File: src/rtl/fence_pkg.sv
package fence_pkg;
  typedef enum logic [2:0] {
    PRIV_U  = 3'b000,
    PRIV_S  = 3'b001,
    PRIV_M  = 3'b011,
    PRIV_VU = 3'b100,
    PRIV_VS = 3'b101
  } priv_e;

  localparam logic [6:0]  OPC_ORDER  = 7'b0001111;
  localparam logic [2:0]  F3_FENCE   = 3'b000;
  localparam logic [31:0] PAUSE_WORD = 32'h0100000F;

  typedef struct packed {
    logic dev_in;
    logic dev_out;
    logic mem_rd;
    logic mem_wr;
  } ord_set_t;
endpackage

File: src/rtl/fence_decode.sv
module fence_decode
  import fence_pkg::*;
(
  input  logic        valid_i,
  input  logic [31:0] instr_i,
  output logic        is_fence_o,
  output logic        is_pause_o,
  output ord_set_t    pred_raw_o,
  output ord_set_t    succ_raw_o
);
  logic opc_hit;

  assign opc_hit    = (instr_i[6:0] == OPC_ORDER) && (instr_i[14:12] == F3_FENCE);
  assign is_pause_o = valid_i && (instr_i == PAUSE_WORD);
  assign is_fence_o = valid_i && opc_hit && !is_pause_o;
  assign pred_raw_o = ord_set_t'(instr_i[27:24]);
  assign succ_raw_o = ord_set_t'(instr_i[23:20]);
endmodule

File: src/rtl/fence_io_promote.sv
module fence_io_promote
  import fence_pkg::*;
#(
  parameter int NUM_SETS = 2
) (
  input  logic                     [2:0] priv_i,
  input  logic                           m_fiom_i,
  input  logic                           s_fiom_i,
  input  logic                           h_fiom_i,
  input  ord_set_t [NUM_SETS-1:0]        sets_i,
  output ord_set_t [NUM_SETS-1:0]        sets_o
);
  logic promote;

  always_comb begin
    unique case (priv_i)
      PRIV_S:           promote = m_fiom_i;
      PRIV_U:           promote = m_fiom_i | s_fiom_i;
      PRIV_VS, PRIV_VU: promote = m_fiom_i | h_fiom_i;
      default:          promote = 1'b0;
    endcase
  end

  for (genvar g = 0; g < NUM_SETS; g++) begin : g_set
    always_comb begin
      sets_o[g]        = sets_i[g];
      sets_o[g].mem_rd = sets_i[g].mem_rd | (promote & sets_i[g].dev_in);
      sets_o[g].mem_wr = sets_i[g].mem_wr | (promote & sets_i[g].dev_out);
    end
  end
endmodule

File: src/rtl/pause_stall_timer.sv
module pause_stall_timer #(
  parameter int MAX_PAUSE_CYCLES = 12
) (
  input  logic clk_i,
  input  logic rst_ni,
  input  logic start_i,
  input  logic mem_idle_i,
  output logic stall_o
);
  localparam int CW = (MAX_PAUSE_CYCLES > 0) ? $clog2(MAX_PAUSE_CYCLES + 1) : 1;
  localparam logic [CW-1:0] LOAD    = CW'(MAX_PAUSE_CYCLES);
  localparam logic [CW:0]   RUN_LIM = (CW+1)'(MAX_PAUSE_CYCLES);

  logic [CW-1:0] cnt_q;

  always_ff @(posedge clk_i or negedge rst_ni) begin
    if (!rst_ni)               cnt_q <= '0;
    else if (start_i)          cnt_q <= LOAD;  // restart, never accumulate
    else if (cnt_q != '0)      cnt_q <= mem_idle_i ? '0 : cnt_q - 1'b1;
  end

  assign stall_o = (cnt_q != '0);

  // run-length tracker for the bound check
  logic [CW:0] run_q;
  always_ff @(posedge clk_i or negedge rst_ni) begin
    if (!rst_ni)                 run_q <= '0;
    else if (start_i)            run_q <= '0;
    else if (stall_o && !(&run_q)) run_q <= run_q + 1'b1;
    else if (!stall_o)           run_q <= '0;
  end


  stall_bound_chk: assert property (@(posedge clk_i) disable iff (!rst_ni)
    stall_o |-> (run_q < RUN_LIM));

  pause_load_chk: assert property (@(posedge clk_i) disable iff (!rst_ni)
    start_i |=> (stall_o || MAX_PAUSE_CYCLES == 0));

  idle_end_chk: assert property (@(posedge clk_i) disable iff (!rst_ni)
    (stall_o && mem_idle_i && !start_i) |=> !stall_o);

  restart_chk: assert property (@(posedge clk_i) disable iff (!rst_ni)
    start_i |=> (run_q == '0));
endmodule

File: src/rtl/fence_pause_unit.sv
module fence_pause_unit
  import fence_pkg::*;
#(
  parameter int MAX_PAUSE_CYCLES = 12
) (
  input  logic        clk_i,
  input  logic        rst_ni,
  input  logic        valid_i,
  input  logic [31:0] instr_i,
  input  logic [2:0]  priv_i,
  input  logic        m_fiom_i,
  input  logic        s_fiom_i,
  input  logic        h_fiom_i,
  input  logic        mem_idle_i,
  output logic        fence_req_o,
  output logic [3:0]  pred_o,
  output logic [3:0]  succ_o,
  output logic        pause_o,
  output logic        stall_o
);
  localparam int NSETS = 2;

  logic                   is_fence, is_pause;
  ord_set_t               pred_raw, succ_raw;
  ord_set_t [NSETS-1:0]   raw_sets, eff_sets;

  fence_decode i_decode (
    .valid_i    (valid_i),
    .instr_i    (instr_i),
    .is_fence_o (is_fence),
    .is_pause_o (is_pause),
    .pred_raw_o (pred_raw),
    .succ_raw_o (succ_raw)
  );

  assign raw_sets = {pred_raw, succ_raw};

  fence_io_promote #(.NUM_SETS(NSETS)) i_promote (
    .priv_i   (priv_i),
    .m_fiom_i (m_fiom_i),
    .s_fiom_i (s_fiom_i),
    .h_fiom_i (h_fiom_i),
    .sets_i   (raw_sets),
    .sets_o   (eff_sets)
  );

  pause_stall_timer #(.MAX_PAUSE_CYCLES(MAX_PAUSE_CYCLES)) i_timer (
    .clk_i      (clk_i),
    .rst_ni     (rst_ni),
    .start_i    (is_pause),
    .mem_idle_i (mem_idle_i),
    .stall_o    (stall_o)
  );

  assign fence_req_o = is_fence;
  assign pause_o     = is_pause;
  assign pred_o      = is_fence ? 4'(eff_sets[1]) : 4'b0;
  assign succ_o      = is_fence ? 4'(eff_sets[0]) : 4'b0;


  pause_excl_chk: assert property (@(posedge clk_i) disable iff (!rst_ni)
    pause_o |-> (!fence_req_o && pred_o == 4'b0 && succ_o == 4'b0));

  idle_quiet_chk: assert property (@(posedge clk_i) disable iff (!rst_ni)
    !valid_i |-> (!fence_req_o && !pause_o));

  mach_pass_chk: assert property (@(posedge clk_i) disable iff (!rst_ni)
    (fence_req_o && priv_i == PRIV_M) |-> (pred_o == instr_i[27:24] && succ_o == instr_i[23:20]));

  sup_promo_chk: assert property (@(posedge clk_i) disable iff (!rst_ni)
    (fence_req_o && priv_i == PRIV_S && m_fiom_i) |->
      ((!pred_o[3] || pred_o[1]) && (!pred_o[2] || pred_o[0]) &&
       (!succ_o[3] || succ_o[1]) && (!succ_o[2] || succ_o[0])));
endmodule

File: config.mk
export PLATFORM = sky130hd
export DESIGN_NAME = fence_pause_unit
export DESIGN_NICKNAME = d
export VERILOG_FILES = /design/src/rtl/fence_pkg.sv /design/src/rtl/fence_decode.sv /design/src/rtl/fence_io_promote.sv /design/src/rtl/pause_stall_timer.sv /design/src/rtl/fence_pause_unit.sv
export SDC_FILE = /design/constraint.sdc
export NUM_CORES = 1
export LEC_CHECK = 0
export CORE_MARGIN = 8
export CORE_UTILIZATION = 26
export CTS_BUF_LIST = sky130_fd_sc_hd__clkbuf_2
export CTS_CLUSTER_DIAMETER = 60
export CTS_CLUSTER_SIZE = 30
export DETAILED_ROUTE_END_ITERATION = 7
export GPL_TIMING_DRIVEN = 0
export PLACE_DENSITY_LB_ADDON = 0.05
export SETUP_SLACK_MARGIN = 0.3
export SYNTH_ARGS = -nofsm -noshare
export SYNTH_HDL_FRONTEND = slang
export SYNTH_SLANG_ARGS = --single-unit
export TNS_END_PERCENT = 100
File: constraint.sdc
create_clock -name clk_i -period 1.7 [get_ports clk_i]
set_clock_uncertainty 0.1 [all_clocks]
set_input_delay 0.17 -clock clk_i [delete_from_list [all_inputs] [get_ports clk_i]]
set_output_delay 0.17 -clock clk_i [all_outputs]
set_load 0.02 [all_outputs]
==> results of run 1 <==
per-stage QoR:
stage / cells / power (uW) / cell area [um2] / worst slack, ns
finish: 160 / 828 / 1380 / -0.302
global route: 160 / 882 / 1380 / -0.335
CTS: 158 / 810 / 1340 / -0.303
detailed placement: 139 / 592 / 1150 / -1.20
global placement: 139 / 583 / 1150 / -1.20
floorplan: 62 / 407 / 598 / -0.227
worst max-delay path: cells and delay by family:
family,cells,cell delay (ns)
simple gates,2,0.96
buf+inv,3,0.41
compound gates,1,0.19
path summary, 6_finish.rpt:
kind	cells past startpoint	slack, ns	start	to
max	6	-0.30	instr_i[6]	pred_o[1]
min	1	0.07	rst_ni	i_timer.cnt_q[2]$_DFFE_PN0P_
max reg2reg	6	0.14	i_timer.cnt_q[0]$_DFFE_PN0P_	i_timer.cnt_q[1]$_DFFE_PN0P_
min reg2reg	3	0.57	i_timer.cnt_q[1]$_DFFE_PN0P_	i_timer.cnt_q[1]$_DFFE_PN0P_
max in group asynchronous	1	1.26	rst_ni	i_timer.cnt_q[3]$_DFFE_PN0P_
min in group clk_i	5	0.41	instr_i[6]	i_timer.cnt_q[3]$_DFFE_PN0P_
area by class of cell:
| type | count | share of cell area |
|---|---|---|
| Clock buffer | 3 | 0.0109 |
| Tap cell | 25 | 0.0227 |
| Buffer | 3 | 0.0236 |
| Sequential cell | 4 | 0.0726 |
| Multi-Input combinational cell | 47 | 0.381 |
| Timing Repair Buffer | 70 | 0.467 |
| Inverter | 8 | 0.0218 |
power by group through the flow:
| stage | Clock (uW) | Sequential [uW] | Combinational (uW) |
|---|---|---|---|
| 5_1_grt | 95.6 | 180 | 606 |
| 4_1_cts | 87.8 | 175 | 547 |
| 6_report | 85.3 | 176 | 567 |
| 3_3_place_gp | 0 | 173 | 410 |
| 3_5_place_dp | 0 | 173 | 419 |
| 2_1_floorplan | 0 | 164 | 242 |
what timing repair did:
item                       in CTS  in global routing
cloned                          0                  0
setup buffers                  16                  2
resized for setup             113                  8
setup endpoints to repair      15                 15
pin swaps                      16                  6
layer usage:
metal / vias up / GRT usage
li1: 395 / -
met1: 367 / 0.153
met2: 41 / 0.239
met3: 2 / 0.0607
met4: 0 / 0.0410
met5: - / 0
cells in the final DEF (no fill, tap or decap), types with 4 or more instances in the layout:
master,count
a221oi_4,4
buf_4,18
buf_6,12
clkdlybuf4s15_1,4
clkdlybuf4s50_1,15
dfrtp_1,4
dlygate4sd2_1,17
inv_1,6
nor2_1,4
o211a_1,4
o211ai_1,4
cells by family (layout without fill, tap and decap cells):
group / Yosys count / in the layout / synth area share
and+or+nand+nor: 26 / 26 / 0.319
muxes: 1 / 1 / 0.0204
AOI/OAI and AO/OA: 18 / 18 / 0.327
DFF: 4 / 4 / 0.204
adders and majority gates: 1 / 1 / 0.0255
buffers and inverters: 11 / 84 / 0.0867
xor gates and xnor gates: 1 / 1 / 0.0179
==> flow_summary_export.csv, run 1 <==
group,metric,value,unit
status,status,"finished, violations left",
status,violations,"negative setup slack",
clock_network,cts_tree,"done",
worst_setup_path,cp.required,1.43,ns
clock_network,cts_buffers,3,
timing,setup_tns,-2.70,ns
cells_and_area,area.sequential,100,um2
global_routing,grt_pass1_wl,3.97,mm
worst_setup_path,crit_path_top_delay_cell,"or4_4",
power_and_ir_drop,power_leakage,0.000654,uW
power_and_ir_drop,p_seq_frac,0.213,
die,dieArea,3530,um2
cells_and_area,drive_above_1_share,0.437,
timing,rsz0062_at_grt,"true",
timing,period_needed,2.00,ns
global_routing,grt.overflow.total,0,
global_routing,grt_max_degree,9,
drt,dr_wl_met3,246,um
die,chipHeight,59.4,um
global_routing,grt_antenna_before_repair,0,
placed_design,place.gp.congestion,0.819,
clock_network,root_buffer,"clkbuf_2",
power_and_ir_drop,clkPwrFrac,0.103,
cells_and_area,reg.largest.list,"i_timer.cnt_q (4)",
worst_setup_path,worst_path_largest_cell_delay,0.52,ns
logic_synthesis,synth_area_per_cell,7.91,um2
logic_synthesis,synth_top_area_frac,0.204,
drt,route.detailed.drc,0,
timing,worst_pin_slew,0.458,ns
die,initial_utilization,0.281,
worst_setup_path,path_cells,"buf_6 > or4_4 > or4_4 > buf_12 > a221oi_4 > buf_6",
clock_network,cts_hold_buf,0,
cells_and_area,n_antenna_cell,0,
placed_design,port-buffer-count,52,
worst_setup_path,end_kind,"output port",
logic_synthesis,ys.flop_type,"dfrtp_1",
power_and_ir_drop,power.internal,514,uW
cells_and_area,multi_input_area,526,um2
worst_setup_path,worstSetupPathType,"primary input to output port",
logic_synthesis,synth_edf_count,0,
worst_setup_path,cp_max_fo,7,
logic_synthesis,synth.most_common_cell,"inv_1",
clock_network,clock_path_buffers,2,
global_routing,grt_pass1_vias,937,
worst_setup_path,cp-start-kind,"primary input",
die,io_pins,53,
clock_network,cts_max_level,1,
logic_synthesis,synth_nets,105,
drt,wirelength,2.60,mm
worst_setup_path,worstPathArrival,1.73,ns
drt,firstDrtPassIters,4,
timing,finalHoldViolations,0,
drt,drt_iter0_drc,7,
drt,wl_met1,1.06,mm
logic_synthesis,synth.top_cells.by_area,"dfrtp_1 20%, o211a_1 8.2%, a221oi_1 7.1%",
placed_design,dpl.hpwl,1.92,mm
drt,wl_met2,1.27,mm
cells_and_area,largest-register,"i_timer.cnt_q",
power_and_ir_drop,cellPowerDensity,601,nW/um2
timing,holdWs,0.0731,ns
timing,finalSetupViolCount,13,
drt,vias,805,
timing,maxSlewHeadroom,0.694,
timing,slew_violations,0,
global_routing,grtUsageTotal,0.140,
power_and_ir_drop,power.switching,315,uW
timing,max_clock_freq,0.500,GHz
die,std_cell_rows,15,
drt,drt-vias-per-instance,5.03,
worst_hold_path,hold_class,"primary input to asynchronous set/reset pin",
cells_and_area,largest_register_ffs,4,
cells_and_area,area_delta_synth_final,181,%
power_and_ir_drop,switching_share,0.380,
logic_synthesis,synth.ff_latch_count,4,
logic_synthesis,synth-async-reset-ratio,1.00,
drt,wl_per_cell,16.3,um
timing,period_share,1.18,
logic_synthesis,yosys_warnings,0,
logic_synthesis,synth_seq_area_share,0.204,
power_and_ir_drop,combinationalPowerShare,0.685,
timing,setup_slack,-0.302,ns
drt,top_layer,"met4",
logic_synthesis,synth_largest_area_cell,"dfrtp_1",
cells_and_area,nets,180,
power_and_ir_drop,ir_worst_vdd,489,uV
die,core_area,1750,um2
clock_network,clk_latency,0.20,ns
cells_and_area,nFillCells,127,
drt,postRouteAntennaNets,0,
clock_network,clkTransAtPathRegs,0.04,ns
die,dieWidth,59.4,um
clock_network,cts_sinks,4,
cells_and_area,fin_util,0.790,
logic_synthesis,syn-cell-area,490,um2
logic_synthesis,ys_types,30,
flow_run,maxCapViolCount,0,
logic_synthesis,postSynthCellCount,62,
Power figures use the tool's default switching activity.
==> run 2, diff against run 1 <==
- PLACE_DENSITY: not set -> 0.84
- PLACE_DENSITY_LB_ADDON: 0.05 -> not set
- SETUP_SLACK_MARGIN: 0.3 -> 0.2
==> run 2 against run 1 <==
  * The run still ends with negative setup slack left
  * Design area down 2.9%
  * Sequential share of layout area up 0.22 points
  * Via count down 0.99%
  * Non-clock buffer count down 5
  * First-iteration DRC count down 29%
  * Die area unchanged
==> flow_summary_export.csv, run 2 (synthesized netlist as in run 1, its figures left out) <==
group,metric,value,unit
power_and_ir_drop,clkPwrFrac,0.109,
clock_network,clk_latency,0.21,ns
power_and_ir_drop,switching_share,0.381,
worst_setup_path,end_kind,"output port",
timing,holdWs,0.0607,ns
drt,wl_per_cell,16.1,um
cells_and_area,largest_register_ffs,4,
worst_setup_path,path_cells,"buf_6 > or4_4 > or4_4 > buf_12 > a221oi_4 > buf_6",
global_routing,grt_pass1_wl,4.05,mm
cells_and_area,n_antenna_cell,0,
drt,route.detailed.drc,0,
worst_setup_path,r2r_slack,0.20,ns
cells_and_area,reg.largest.list,"i_timer.cnt_q (4)",
cells_and_area,area.sequential,100,um2
worst_setup_path,worst_path_largest_cell_delay,0.52,ns
timing,finalHoldViolations,0,
power_and_ir_drop,power_leakage,0.000616,uW
die,std_cell_rows,15,
global_routing,grt_max_degree,9,
worst_setup_path,cp.required,1.43,ns
worst_setup_path,crit_path_top_delay_cell,"or4_4",
drt,drt_iter0_drc,5,
global_routing,grt_antenna_before_repair,0,
worst_setup_path,reg2reg_from,"i_timer.cnt_q[1]$_DFFE_PN0P_",
flow_run,maxCapViolCount,0,
cells_and_area,drive_above_1_share,0.423,
timing,period_needed,2.02,ns
worst_setup_path,cp_max_fo,7,
placed_design,port-buffer-count,52,
worst_setup_path,cp-start-kind,"primary input",
cells_and_area,area_delta_synth_final,173,%
die,core_area,1750,um2
worst_setup_path,worstSetupPathType,"primary input to output port",
power_and_ir_drop,power.switching,312,uW
drt,drt-vias-per-instance,5.14,
timing,finalSetupViolCount,10,
global_routing,use_met2,0.304,
global_routing,grt.overflow.total,0,
global_routing,grt_busiest_layer,"met2",
die,dieArea,3530,um2
clock_network,cts_tree,"done",
power_and_ir_drop,combinationalPowerShare,0.681,
global_routing,gr-usage-met1,0.123,
die,dieWidth,59.4,um
power_and_ir_drop,cellPowerDensity,612,nW/um2
worst_hold_path,hold_class,"primary input to asynchronous set/reset pin",
global_routing,grt_pass1_vias,925,
clock_network,root_buffer,"clkbuf_2",
placed_design,dpl.hpwl,1.95,mm
placed_design,dp_slack,-1.22,ns
timing,period_share,1.19,
drt,firstDrtPassIters,4,
power_and_ir_drop,p_seq_frac,0.211,
die,initial_utilization,0.281,
timing,slew_violations,0,
power_and_ir_drop,ir_worst_vdd,445,uV
cells_and_area,nFillCells,138,
worst_setup_path,crit_path_start,"instr_i[6]",
timing,max_clock_freq,0.496,GHz
clock_network,cts_max_level,1,
drt,wirelength,2.50,mm
status,status,"finished, violations left",
die,chipHeight,59.4,um
timing,setup_slack,-0.316,ns
worst_setup_path,cp-endpoint,"pred_o[0]",
status,violations,"negative setup slack",
placed_design,place.gp.congestion,0.792,
cells_and_area,nets,175,
cells_and_area,multi_input_area,522,um2
cells_and_area,mostFrequentLayoutCells,"20 x dlygate4sd2_1, 15 x clkdlybuf4s50_1, 13 x buf_6",
cells_and_area,final_common_cell,"dlygate4sd2_1",
power_and_ir_drop,power.internal,508,uW
drt,vias,797,
clock_network,clkTransAtPathRegs,0.04,ns
clock_network,cts_buffers,3,
worst_setup_path,reg2regPathDepth,6,
global_routing,use_met3,0.0759,
die,io_pins,53,
worst_setup_path,r2r-end,"i_timer.cnt_q[0]$_DFFE_PN0P_",
timing,maxSlewHeadroom,0.784,
timing,worst_pin_slew,0.323,ns
clock_network,cts_sinks,4,
timing,rsz0062_at_grt,"true",
drt,postRouteAntennaNets,0,
cells_and_area,largest-register,"i_timer.cnt_q",
worst_setup_path,worstPathArrival,1.75,ns
clock_network,clock_path_buffers,2,
global_routing,grtUsageTotal,0.150,
[run 2: per-stage QoR]
stage	utilization	setup TNS (ns)	power (uW)	std cells	instance area, um2
after global placement	0.656	-13.44	564	139	1140
after global routing	0.767	-3.00	875	155	1340
after floorplan	-	-1.54	398	62	593
after CTS	0.753	-1.95	803	153	1320
final	0.767	-2.71	819	155	1340
after detailed placement	0.656	-13.65	578	139	1140
[run 2: area by class of cell]
class,instances,share of cell area
timing repair buffer,65,0.450
multi-input combinational,47,0.390
sequential,4,0.0748
buffer,3,0.0290
tap,25,0.0234
inverter,8,0.0224
clock buffer,3,0.0112
[run 2: metal layers]
layer	share of wire	wire, um
met1	0.32	804
met2	0.59	1470
met3	0.090	224
met4	0	0
met5	0	0
[run 2: worst max-delay path: cells and delay by family]
family                 cells  cell delay, ns
and+or+nand+nor            2            0.96
buffers and inverters      3            0.42
AOI/OAI and AO/OA          1            0.20
[run 2: what timing repair did]
action	4_1_cts	5_1_grt
setup endpoints to repair	15	15
pin swaps	17	1
hold buffers	0	0
setup buffers	11	2
hold endpoints to repair	0	0
resized for setup	121	2
[run 2: worst min path at each step]
stage                       from                           end  slack (ns)  cells past startpoint
after floorplan           rst_ni  i_timer.cnt_q[0]$_DFFE_PN0P_       -0.23                      0
after global placement    rst_ni  i_timer.cnt_q[1]$_DFFE_PN0P_        0.28                      1
after detailed placement  rst_ni  i_timer.cnt_q[0]$_DFFE_PN0P_        0.28                      1
after CTS                 rst_ni  i_timer.cnt_q[2]$_DFFE_PN0P_        0.05                      1
after global routing      rst_ni  i_timer.cnt_q[1]$_DFFE_PN0P_        0.07                      1
final                     rst_ni  i_timer.cnt_q[2]$_DFFE_PN0P_        0.06                      1
[run 2: power groups by stage]
stage | Clock, uW | Sequential (uW) | Combinational [uW]
after floorplan | 0 | 161 | 237
after global placement | 0 | 168 | 395
after detailed placement | 0 | 168 | 410
after CTS | 91.0 | 173 | 539
after global routing | 98.7 | 177 | 599
final | 89.0 | 173 | 558
==> run 3, diff against run 2 <==
- CORE_AREA: not set -> 8 8 45 47
- CORE_MARGIN: 8 -> not set
- CORE_UTILIZATION: 26 -> not set
- DIE_AREA: not set -> 0 0 53 55
- DONT_BUFFER_PORTS: not set -> 1
- PLACE_DENSITY: 0.84 -> 0.59
==> run 3 against run 2 <==
  * Core utilization shrank 23 points
  * First-iteration DRC count up 20%
  * Combinational power shrank 28%
  * Global-route usage is 2.6 points lower
  * Clock power decreased by 0.6%
  * Cell count down 43%
  * Non-clock buffer count shrank 57
  * Largest power group unchanged
  * The flow still finishes with violations (negative setup slack)
==> flow_summary_export.csv, run 3 (synthesized netlist as in run 1, its figures left out) <==
group,metric,value,unit
die,initial_utilization,0.354,
worst_setup_path,cp_top_family,"simple AND/OR/NAND/NOR gates",
global_routing,grt_pass1_wl,2.81,mm
status,violations,"negative setup slack",
timing,worst_pin_slew,0.633,ns
cells_and_area,largest_register_ffs,4,
die,std_cell_rows,14,
global_routing,grt_pass1_vias,694,
global_routing,grtUsageTotal,0.124,
drt,drt_iter0_drc,6,
worst_setup_path,end_kind,"output port",
flow_run,maxCapViolCount,0,
power_and_ir_drop,ir_worst_vdd,500,uV
power_and_ir_drop,cellPowerDensity,887,nW/um2
clock_network,clkTransAtPathRegs,0.06,ns
drt,firstDrtPassIters,4,
worst_setup_path,worst_path_largest_cell_delay,0.53,ns
worst_setup_path,cp.required,1.43,ns
timing,finalSetupViolCount,10,
worst_setup_path,worstSetupPathType,"primary input to output port",
drt,vias,582,
cells_and_area,reg.largest.list,"i_timer.cnt_q (4)",
placed_design,dpl.hpwl,1.47,mm
die,core_area,1380,um2
timing,max_clock_freq,0.507,GHz
worst_hold_path,holdPathStages,2,
die,io_pins,53,
worst_hold_path,hold_class,"primary input to register",
cells_and_area,nets,118,
cells_and_area,largest-register,"i_timer.cnt_q",
clock_network,cts_buffers,3,
worst_setup_path,cp_num_buf_inv,1,
cells_and_area,n_antenna_cell,0,
drt,wirelength,1.82,mm
worst_setup_path,crit_path_top_delay_cell,"or4_4",
global_routing,grt_max_degree,9,
global_routing,grt.overflow.total,0,
timing,setup_slack,-0.272,ns
clock_network,cts_sinks,4,
global_routing,grt_antenna_before_repair,0,
worst_setup_path,path_cells,"or4_4 > or4_4 > buf_8 > a221oi_4",
worst_setup_path,cp_max_fo,7,
power_and_ir_drop,power_leakage,0.000299,uW
worst_setup_path,cp_common_cell,"or4_4",
worst_setup_path,worstPathArrival,1.70,ns
timing,finalHoldViolations,0,
timing,setup_tns,-2.19,ns
placed_design,place.gp.congestion,0.675,
clock_network,clk_latency,0.21,ns
timing,rsz0062_at_grt,"true",
timing,slew_violations,0,
clock_network,cts_tree,"done",
worst_setup_path,reg2regPathDepth,5,
status,status,"finished, violations left",
placed_design,port-buffer-count,0,
placed_design,placed_area,613,um2
drt,postRouteAntennaNets,0,
clock_network,cts_max_level,1,
clock_network,clock_path_buffers,2,
clock_network,root_buffer,"clkbuf_2",
timing,maxSlewHeadroom,0.578,
timing,period_share,1.16,
die,dieArea,2920,um2
die,dieWidth,53,um
cells_and_area,fin_area,748,um2
worst_setup_path,cp-start-kind,"primary input",
timing,period_needed,1.97,ns
drt,drt-vias-per-instance,6.54,
die,chipHeight,55,um
worst_setup_path,cp.depth,4,
cells_and_area,drive_above_1_share,0.397,
cells_and_area,mostFrequentLayoutCells,"5 x inv_1, 5 x buf_4",
cells_and_area,area_delta_synth_final,52.6,%
drt,wl_per_cell,20.5,um
power_and_ir_drop,finalPower,664,uW
drt,route.detailed.drc,0,
-- run 3: changes by cell type in the layout (fill, tap and decap cells not counted), sizes merged --
cell	delta
buf	-21
dlygate4sd2	-20
clkdlybuf4s50	-15
clkdlybuf4s15	-3
dlygate4sd3	+2
-- run 3: power by group --
| part | total, uW | internal (uW) | switching (uW) | leakage (uW) |
|---|---|---|---|---|
| Clock | 88.5 | 47.5 | 41.0 | 0.0000125 |
| Combinational | 401 | 205 | 195 | 0.000234 |
| Sequential | 175 | 136 | 39.2 | 0.0000522 |
-- run 3: area by class of cell --
type                       count  area [um2]
buffer                         3        23.8
clock buffer                   3        15.0
fill                         134         636
inverter                       8        30.0
multi-input combinational     47         490
sequential                     4         100
tap                           16        20.0
timing repair buffer           8        68.8
-- run 3: repair_timing --
action,4_1_cts,5_1_grt
setup buffers,4,2
pin swaps,2,4
endpoints found under the hold margin,5,0
endpoints found under the setup margin,15,15
gates resized for setup,7,5
hold buffers,2,0
-- run 3: path summary, 6_finish.rpt --
kind	to	slack, ns	startpoint
worst max register to register	i_timer.cnt_q[0]$_DFFE_PN0P_	0.28	i_timer.cnt_q[1]$_DFFE_PN0P_
worst min register to register	i_timer.cnt_q[1]$_DFFE_PN0P_	0.55	i_timer.cnt_q[2]$_DFFE_PN0P_
worst min-delay path	i_timer.cnt_q[1]$_DFFE_PN0P_	0.03	mem_idle_i
worst max-delay path	pred_o[0]	-0.27	instr_i[13]
min in group asynchronous	i_timer.cnt_q[3]$_DFFE_PN0P_	0.13	rst_ni
max in group asynchronous	i_timer.cnt_q[0]$_DFFE_PN0P_	1.18	rst_ni
-- run 3: metal layers --
metal / global-route usage / up-vias / part of all wire / routed length, um
met1: 0.139 / 262 / 0.40 / 734
met3: 0.0348 / 4 / 0.10 / 184
li1: - / 273 / - / -
met4: 0.0647 / 0 / 0.016 / 29
met5: 0 / - / 0 / 0
met2: 0.211 / 43 / 0.48 / 877
-- run 3: worst register-to-register path, stage by stage (launching register included) --
cell     delay [ns]
dfrtp_1        0.36
inv_2          0.05
ha_4           0.15
nor3b_4        0.16
or3_1          0.31
a32oi_1        0.19
-- run 3: stage by stage --
stage	std cells	hold slack [ns]	utilization	worst slack [ns]
after floorplan	62	-0.226	-	-0.227
after global placement	78	-0.225	0.443	-0.265
after detailed placement	78	-0.225	0.443	-0.276
after CTS	87	0.0394	0.519	-0.268
after global routing	89	0.0417	0.541	-0.294
final	89	0.0346	0.541	-0.272
